[src/rtl/rxfifo_pkg.sv]
package rxfifo_pkg;
  localparam int REG_W      = 32;
  localparam int BIT_FULL   = 3;
  localparam int BIT_OVR    = 4;
  localparam int BIT_DEQ    = 5;

  typedef struct packed {
    logic deq_set;
    logic full_clr;
    logic ovr_clr;
  } sw_cmd_t;
endpackage

[src/rtl/rxfifo_store.sv]
module rxfifo_store #(
  parameter int DEPTH     = 3,
  parameter int PAYLOAD_W = 64,
  localparam int PTR_W    = (DEPTH > 1) ? $clog2(DEPTH) : 1
) (
  input  logic                 clk,
  input  logic                 wr_en,
  input  logic [PTR_W-1:0]     wr_ptr,
  input  logic [PAYLOAD_W-1:0] wr_data,
  input  logic [PTR_W-1:0]     rd_ptr,
  output logic [PAYLOAD_W-1:0] rd_data
);
  logic [PAYLOAD_W-1:0] mem [DEPTH];

  // No reset on the array so it maps onto RAM resources
  always_ff @(posedge clk) begin
    if (wr_en) mem[wr_ptr] <= wr_data;
  end

  assign rd_data = mem[rd_ptr];
endmodule

[src/rtl/rxfifo_ctrl.sv]
module rxfifo_ctrl
  import rxfifo_pkg::*;
#(
  parameter int DEPTH  = 3,
  localparam int PTR_W = (DEPTH > 1) ? $clog2(DEPTH) : 1,
  localparam int CNT_W = $clog2(DEPTH + 1)
) (
  input  logic             clk,
  input  logic             rst,
  input  logic             push,
  input  sw_cmd_t          cmd,
  output logic [CNT_W-1:0] cnt_q,
  output logic             full_q,
  output logic             ovr_q,
  output logic             deq_q,
  output logic             wr_en,
  output logic [PTR_W-1:0] wr_ptr,
  output logic [PTR_W-1:0] rd_ptr
);
  localparam logic [CNT_W-1:0] CNT_MAX = CNT_W'(DEPTH);

  logic             pop, accept, ovr_ev;
  logic [CNT_W-1:0] cnt_n;
  logic [PTR_W-1:0] wr_inc, rd_inc;

  assign pop    = deq_q && (cnt_q != '0);
  assign accept = push && ((cnt_q != CNT_MAX) || pop);
  assign ovr_ev = push && !accept;
  assign wr_en  = accept;

  always_comb begin
    cnt_n = cnt_q;
    if (accept && !pop)      cnt_n = cnt_q + CNT_W'(1);
    else if (pop && !accept) cnt_n = cnt_q - CNT_W'(1);
  end

  generate
    if ((1 << PTR_W) == DEPTH) begin : g_pow2
      assign wr_inc = wr_ptr + PTR_W'(1);
      assign rd_inc = rd_ptr + PTR_W'(1);
    end else begin : g_wrap
      assign wr_inc = (wr_ptr == PTR_W'(DEPTH - 1)) ? '0 : wr_ptr + PTR_W'(1);
      assign rd_inc = (rd_ptr == PTR_W'(DEPTH - 1)) ? '0 : rd_ptr + PTR_W'(1);
    end
  endgenerate

  always_ff @(posedge clk) begin
    if (rst) begin
      cnt_q  <= '0;
      full_q <= 1'b0;
      ovr_q  <= 1'b0;
      deq_q  <= 1'b0;
      wr_ptr <= '0;
      rd_ptr <= '0;
    end else begin
      cnt_q  <= cnt_n;
      // Hardware set wins over a clearing write in the same cycle
      full_q <= (accept && cnt_n == CNT_MAX) || (full_q && !cmd.full_clr);
      ovr_q  <= ovr_ev || (ovr_q && !cmd.ovr_clr);
      // A request lives for one cycle: it is served or dropped on the next edge
      deq_q  <= cmd.deq_set;
      if (accept) wr_ptr <= wr_inc;
      if (pop)    rd_ptr <= rd_inc;
    end
  end
endmodule

[src/rtl/rxfifo_regif.sv]
module rxfifo_regif
  import rxfifo_pkg::*;
#(
  parameter int ADDR_W            = 8,
  parameter logic [ADDR_W-1:0] REG_OFS = 8'h0C,
  parameter int CNT_W             = 2
) (
  input  logic [ADDR_W-1:0] bus_addr,
  input  logic              bus_wr,
  input  logic [3:0]        bus_be,
  input  logic [REG_W-1:0]  bus_wdata,
  input  logic [CNT_W-1:0]  cnt,
  input  logic              full,
  input  logic              ovr,
  input  logic              deq,
  output sw_cmd_t           cmd,
  output logic [REG_W-1:0]  bus_rdata
);
  logic hit, wr_hit;
  logic [REG_W-1:0] status;

  assign hit    = (bus_addr == REG_OFS);
  assign wr_hit = hit && bus_wr && (bus_be == 4'hF);

  assign cmd.deq_set  = wr_hit && bus_wdata[BIT_DEQ];
  assign cmd.full_clr = wr_hit && bus_wdata[BIT_FULL];
  assign cmd.ovr_clr  = wr_hit && bus_wdata[BIT_OVR];

  always_comb begin
    status               = '0;
    status[CNT_W-1:0]    = cnt;
    status[BIT_FULL]     = full;
    status[BIT_OVR]      = ovr;
    status[BIT_DEQ]      = deq;
  end

  assign bus_rdata = hit ? status : '0;
endmodule

[src/rtl/rxfifo_stat.sv]
module rxfifo_stat
  import rxfifo_pkg::*;
#(
  parameter int DEPTH     = 3,
  parameter int PAYLOAD_W = 64,
  parameter int ADDR_W    = 8,
  parameter logic [ADDR_W-1:0] REG_OFS = 8'h0C
) (
  input  logic                 clk,
  input  logic                 rst,
  input  logic                 rx_push,
  input  logic [PAYLOAD_W-1:0] rx_frame,
  input  logic [ADDR_W-1:0]    bus_addr,
  input  logic                 bus_wr,
  input  logic [3:0]           bus_be,
  input  logic [31:0]          bus_wdata,
  output logic [31:0]          bus_rdata,
  output logic [PAYLOAD_W-1:0] head_frame,
  output logic                 head_valid
);
  localparam int PTR_W = (DEPTH > 1) ? $clog2(DEPTH) : 1;
  localparam int CNT_W = $clog2(DEPTH + 1);

  sw_cmd_t          cmd;
  logic [CNT_W-1:0] cnt_w;
  logic             full_w, ovr_w, deq_w, wr_en;
  logic [PTR_W-1:0] wr_ptr, rd_ptr;

  rxfifo_regif #(.ADDR_W(ADDR_W), .REG_OFS(REG_OFS), .CNT_W(CNT_W)) u_regif (
    .bus_addr(bus_addr), .bus_wr(bus_wr), .bus_be(bus_be), .bus_wdata(bus_wdata),
    .cnt(cnt_w), .full(full_w), .ovr(ovr_w), .deq(deq_w),
    .cmd(cmd), .bus_rdata(bus_rdata)
  );

  rxfifo_ctrl #(.DEPTH(DEPTH)) u_ctrl (
    .clk(clk), .rst(rst), .push(rx_push), .cmd(cmd),
    .cnt_q(cnt_w), .full_q(full_w), .ovr_q(ovr_w), .deq_q(deq_w),
    .wr_en(wr_en), .wr_ptr(wr_ptr), .rd_ptr(rd_ptr)
  );

  rxfifo_store #(.DEPTH(DEPTH), .PAYLOAD_W(PAYLOAD_W)) u_store (
    .clk(clk), .wr_en(wr_en), .wr_ptr(wr_ptr), .wr_data(rx_frame),
    .rd_ptr(rd_ptr), .rd_data(head_frame)
  );

  assign head_valid = (cnt_w != '0);
endmodule

[config.mk]
export PLATFORM = sky130hd
export DESIGN_NAME = rxfifo_stat
export DESIGN_NICKNAME = d
export VERILOG_FILES = /design/src/rtl/rxfifo_pkg.sv /design/src/rtl/rxfifo_store.sv /design/src/rtl/rxfifo_ctrl.sv /design/src/rtl/rxfifo_regif.sv /design/src/rtl/rxfifo_stat.sv
export SDC_FILE = /design/constraint.sdc
export NUM_CORES = 1
export LEC_CHECK = 0
export ABC_AREA = 1
export BUFFER_PORTS_ARGS = -buffer_cell sky130_fd_sc_hd__buf_2
export CORE_UTILIZATION = 45
export CTS_BUF_LIST = sky130_fd_sc_hd__clkbuf_8
export DETAILED_ROUTE_END_ITERATION = 8
export PLACE_DENSITY = 0.76
export SETUP_SLACK_MARGIN = 0.02
export SLEW_MARGIN = 40
export SYNTH_ARGS = -nofsm -noshare
export SYNTH_HDL_FRONTEND = slang
export SYNTH_SLANG_ARGS = --single-unit
[constraint.sdc]
create_clock -name clk -period 9 [get_ports clk]
set_input_delay 0.45 -clock clk [delete_from_list [all_inputs] [get_ports clk]]
set_output_delay 0.45 -clock clk [all_outputs]
set_load 0.01 [all_outputs]
==> results.yml, run 1 <==
global_route:
  top_usage_layer: "met2"
  grt_pass1_wl_mm: 24.4
  grt_max_degree: 66
  met1_usage: 0.221
  gr-usage-met2: 0.308
  antenna_found_initial: 0
  grt_util_met3: 0.0363
  overflow: 0
  grt_pass1_vias: 4796
  grt_usage: 0.175
cts:
  cts_setup_buffers: 0
  numClockSinks: 203
  cts_hold_buf: 0
  post_cts_resize_count: 0
  cts_max_level: 1
  cts_buffers: 31
  cts_buffer_depth: 3
  insertion_delay_ps: 540
  clk_pin_slew_ps: 70
  cts_tree: "built"
  root_buffer: "clkbuf_8"
die:
  die_w_um: 134
  dieArea_um2: 18000
  core_um2: 16800
  fp-row-count: 47
  initial_core_util: 0.466
  ioPinCount: 209
  fp.dieH_um: 134
detailed_routing:
  routed_via_density: 4.93
  wl_per_cell_um: 15.9
  num_vias: 4932
  wl_mm: 15.9
  drtIter0Drc: 204
  antenna_left: 0
  drc_errors: 0
  dr.pass1.iters: 4
worst_hold_path:
  hp-start: "rx_frame[36]"
  min_path_type: "input port to flip-flop"
layout:
  drive_above_1_share: 0.278
  fin_util: 0.551
  layout_common_cells: "edfxtp_1, buf_2, a21oi_1"
  nNetsFinal: 869
  areaGrowthSynthToFinish_pct: 18.2
  mostFrequentLayoutCell: "edfxtp_1"
  num_antenna_cells: 0
  stdcell_count: 1000
timing:
  skew_ps: 8.87
  fmax_mhz: 347
  fin_crit_ps: 2880
  setup_viol: 0
  fin_tns_setup_ps: 0
  worst_pin_slew_ps: 799
  drv_slew: 0
  rsz0062_at_grt: "false"
  finalHoldViolCount: 0
  finalCritPeriodShare: 0.320
  slew_headroom: 0.467
placed_design:
  place.gp.congestion: 0.738
  dpl.hpwl_mm: 8.77
  portBuffers: 152
  dp_cells: 942
synth:
  syn_area_um2: 7840
  syn_inst: 589
  yosysSeqAreaShare: 0.763
  synth.distinct_cells: 22
  ys_ff_latch: 203
  yosysWarnings: 0
  avgSynthCellArea_um2: 13.3
critical_path:
  end_kind: "primary output"
  worstReg2RegStart: "u_ctrl.cnt_q[0]"
  path_class: "flip-flop to primary output"
  worst_setup_path_start_kind: "flip-flop"
  crit_arrival_ps: 2430
  crit_fanout: 65
  crit_required_ps: 8550
power_and_ir_drop:
  leakagePower_uw: 0.00369
  ir_drop_v: 0.000116
  powerDensity_nw_per_um2: 205
job:
  max_cap_violations: 0
status:
  status: "finished clean"
-- critical path: stages, from the launching register on --
cell and delay (ps):
dfxtp_2 310, buf_4 340, inv_2 100, buf_4 640, nor2_1 100, a21oi_1 200, buf_2 160
-- area by class of cell --
class	count	area (um^2)
Timing Repair Buffer	160	821
Tap cell	220	275
Clock buffer	35	482
Sequential cell	203	5990
Multi-Input combinational cell	338	1530
Clock inverter	23	93.8
Fill cell	1421	7550
Inverter	21	78.8
-- sequential cells by signal (all words and copies together) (netlist names), named ones only --
signal / count
u_ctrl.full_q: 1
u_ctrl.cnt_q: 2
u_ctrl.rd_ptr: 2
u_ctrl.deq_q: 1
u_store.mem: 192
u_ctrl.ovr_q: 1
u_ctrl.wr_ptr: 2
-- routing by layer --
layer,vias up,share of wire
li1,2381,-
met1,2358,0.44
met2,172,0.49
met3,21,0.056
met4,0,0.012
met5,-,0
-- Yosys cell counts --
cell / count / area (um^2)
a211oi_1: 1 / 7.51
a21oi_1: 132 / 661
a21oi_4: 1 / 16.3
buf_2: 18 / 90.1
buf_4: 35 / 263
conb_1: 1 / 3.75
dfxtp_1: 11 / 220
edfxtp_1: 192 / 5770
ha_1: 2 / 25.0
inv_1: 16 / 60.1
inv_2: 5 / 18.8
nand2_1: 77 / 289
nand2_2: 2 / 12.5
nand2_4: 1 / 11.3
nand3_1: 13 / 65.1
nor2_1: 75 / 282
nor2_2: 2 / 12.5
nor3_1: 1 / 5.00
nor4_2: 1 / 12.5
o211a_1: 1 / 10.0
o21ai_0: 1 / 5.00
o21ai_2: 1 / 8.76
-- power breakdown --
group	internal [uW]	total (uW)	leakage (uW)	switching, uW
logic	44.6	126	0.00147	81.3
registers	1080	1090	0.00186	10.5
clock network	354	681	0.000353	327
total	1480	1900	0.00369	419
-- per-stage QoR --
step                      power (uW)  area [um^2]  hold slack, ps  setup slack [ps]
after floorplan                 1190         7940             433              3060
after global routing            1980         9270            64.9              5920
after detailed placement        1240         8690             453              6390
after global placement          1240         8690             454              6430
final                           1900         9270             102              6120
after CTS                       1930         9270            68.5              6060
-- kinds of logic (layout without fill, tap and decap cells) --
kind of cell,Yosys count,in the layout,synth area share
buffers and inverters,74,239,0.0550
AND/OR/NAND/NOR,172,172,0.0879
AO/OA/AOI/OAI,137,137,0.0903
flip-flops,203,203,0.763
adder cells (fa/ha/maj),2,2,0.00319
other,1,27,0.000478
-- worst paths after layout --
check,endpoint,slack [ps],cells past startpoint
setup / recovery,head_frame[48],6120,6
hold / removal,u_store.mem[2][36],100,1
setup reg to reg,u_store.mem[1][46],6420,8
hold reg to reg,u_ctrl.wr_ptr[1],470,2
No activity file was read; power rests on OpenSTA's default activity.
==> run 2: changes to the inputs <==
- clock period: 9 -> 2.9 ns (I/O delays scaled with it)
==> run 2 against run 1 <==
Cell count rose by 7.4%. Highest routed layer unchanged. Largest power group unchanged. Critical path depth fell by 2. Combinational power rose to 3.8 times the previous value. Critical path type unchanged.
==> results.yml, run 2 (same netlist as run 1, synthesis figures left out) <==
critical_path:
  crit_path_top_delay_cell: "buf_4"
  crit_top_cell: "a21oi_1"
  crit_chain: "buf_4, a21oi_1, a21oi_1, buf_2"
  end_kind: "primary output"
  critPathTopFamily: "buffers and inverters"
  crit_fanout: 64
  slowest_delay_ps: 550
  crit_required_ps: 2760
  worst_setup_path_start_kind: "flip-flop"
  crit_arrival_ps: 2140
  critPathBufInv: 2
  path_class: "flip-flop to primary output"
layout:
  largest_register_ffs: 192
  layout_common_cells: "edfxtp_1, buf_2, a21oi_1"
  num_antenna_cells: 0
  fin_util: 0.596
  fin_area_um2: 10000
  nNetsFinal: 943
  mostFrequentLayoutCell: "edfxtp_1"
  regMostFlops: "u_store.mem"
  areaGrowthSynthToFinish_pct: 27.8
  n_fill_cell: 1314
  drive_above_1_share: 0.261
detailed_routing:
  drc_errors: 0
  wl_mm: 16.6
  antenna_left: 0
  dr.pass1.iters: 5
  wl_per_cell_um: 15.5
  num_vias: 5244
  routed_via_density: 4.88
  drtIter0Drc: 240
timing:
  finalCritPeriodShare: 0.787
  rsz0062_at_grt: "false"
  skew_ps: 38.4
  worst_pin_slew_ps: 823
  slew_headroom: 0.451
  fin_ws_ps: 616
  fmax_mhz: 438
  fin_crit_ps: 2280
  holdWs_ps: 101
  drv_slew: 0
  finalHoldViolCount: 0
  setup_viol: 0
cts:
  insertion_delay_ps: 560
  cts_tree: "built"
  cts_buffers: 31
  clk_pin_slew_ps: 70
  root_buffer: "clkbuf_8"
  numClockSinks: 203
  cts_max_level: 1
  cts_buffer_depth: 3
  post_cts_resize_count: 0
die:
  fp-row-count: 47
  dieArea_um2: 18000
  initial_core_util: 0.466
  core_um2: 16800
  die_w_um: 134
  fp.dieH_um: 134
  ioPinCount: 209
global_route:
  antenna_found_initial: 0
  grt_pass1_vias: 5238
  top_usage_layer: "met2"
  grt_max_degree: 65
  grt_usage: 0.183
  met1_usage: 0.218
  grt_util_met3: 0.0363
  grt_pass1_wl_mm: 25.6
  gr-usage-met2: 0.330
  overflow: 0
placed_design:
  place.gp.congestion: 0.766
  dp_slack_ps: 849
  portBuffers: 152
  dpl_cell_area_um2: 8760
  dpl.hpwl_mm: 8.86
job:
  max_cap_violations: 0
power_and_ir_drop:
  swShare: 0.226
  switching_power_uw: 1340
  power_frac_comb: 0.081
  clkPwrFrac: 0.344
  leakagePower_uw: 0.00398
  pwr-share-seq: 0.575
  powerDensity_nw_per_um2: 590
  ir_drop_v: 0.000455
  p_total_uw: 5910
  p_int_uw: 4570
status:
  status: "finished clean"
worst_hold_path:
  min_path_type: "input port to flip-flop"
run 2: changes by cell type in the layout (fill, tap and decap cells not counted), sizes merged:
cell | before | now
inv | 37 | 34
clkinv | 6 | 12
clkbuf | 35 | 31
dlygate4sd3 | 0 | 72
buf | 160 | 162
clkinvlp | 1 | 2
run 2: what timing repair did:
| action | CTS | global route |
|---|---|---|
| hold endpoints to repair | 200 | 0 |
| hold buffers | 72 | 0 |
| setup buffers | 0 | 0 |
run 2: final cells by class:
type / instances / area (um^2) / share of cell area
clock inverters: 27 / 120 / 0.0120
repair buffers: 234 / 1580 / 0.158
multi-input cells: 338 / 1550 / 0.154
well taps: 220 / 275 / 0.0275
flip-flops and latches: 203 / 5990 / 0.598
inverters: 21 / 81.3 / 0.00811
clock buffers: 31 / 427 / 0.0426
run 2: power groups by stage:
stage,clock [uW],sequential [uW],combinational [uW]
floorplan,0,3460,229
global placement,0,3450,396
detailed placement,0,3460,404
CTS,2100,3400,479
global route,2230,3410,524
finish,2030,3400,479
run 2: worst min-delay path: stages:
cell and delay [ps]:
buf_2 70, nor2_1 30, nand2_1 50, nor2_1 60, nand3_1 60, nand2_1 60
a21oi_1 140
run 2: per-layer routing:
metal,vias up,part of all wire
li1,2532,-
met1,2475,0.40
met2,213,0.52
met3,24,0.068
met4,0,0.016
met5,-,0
run 2: worst paths after layout:
path / startpoint / to / slack (ps) / cells after the start
hold / removal: bus_addr[6] / u_ctrl.ovr_q / 100 / 7
hold reg to reg: u_ctrl.wr_ptr[1] / u_ctrl.wr_ptr[1] / 470 / 2
setup reg to reg: u_ctrl.cnt_q[0] / u_store.mem[2][0] / 820 / 8
setup / recovery: flip-flop / head_frame[53] / 620 / 4
run 2: metrics by stage:
step	TNS [ps]	std cells
floorplan	-2240	615
global placement	0	944
detailed placement	0	944
CTS	0	1074
global route	0	1074
finish	0	1074
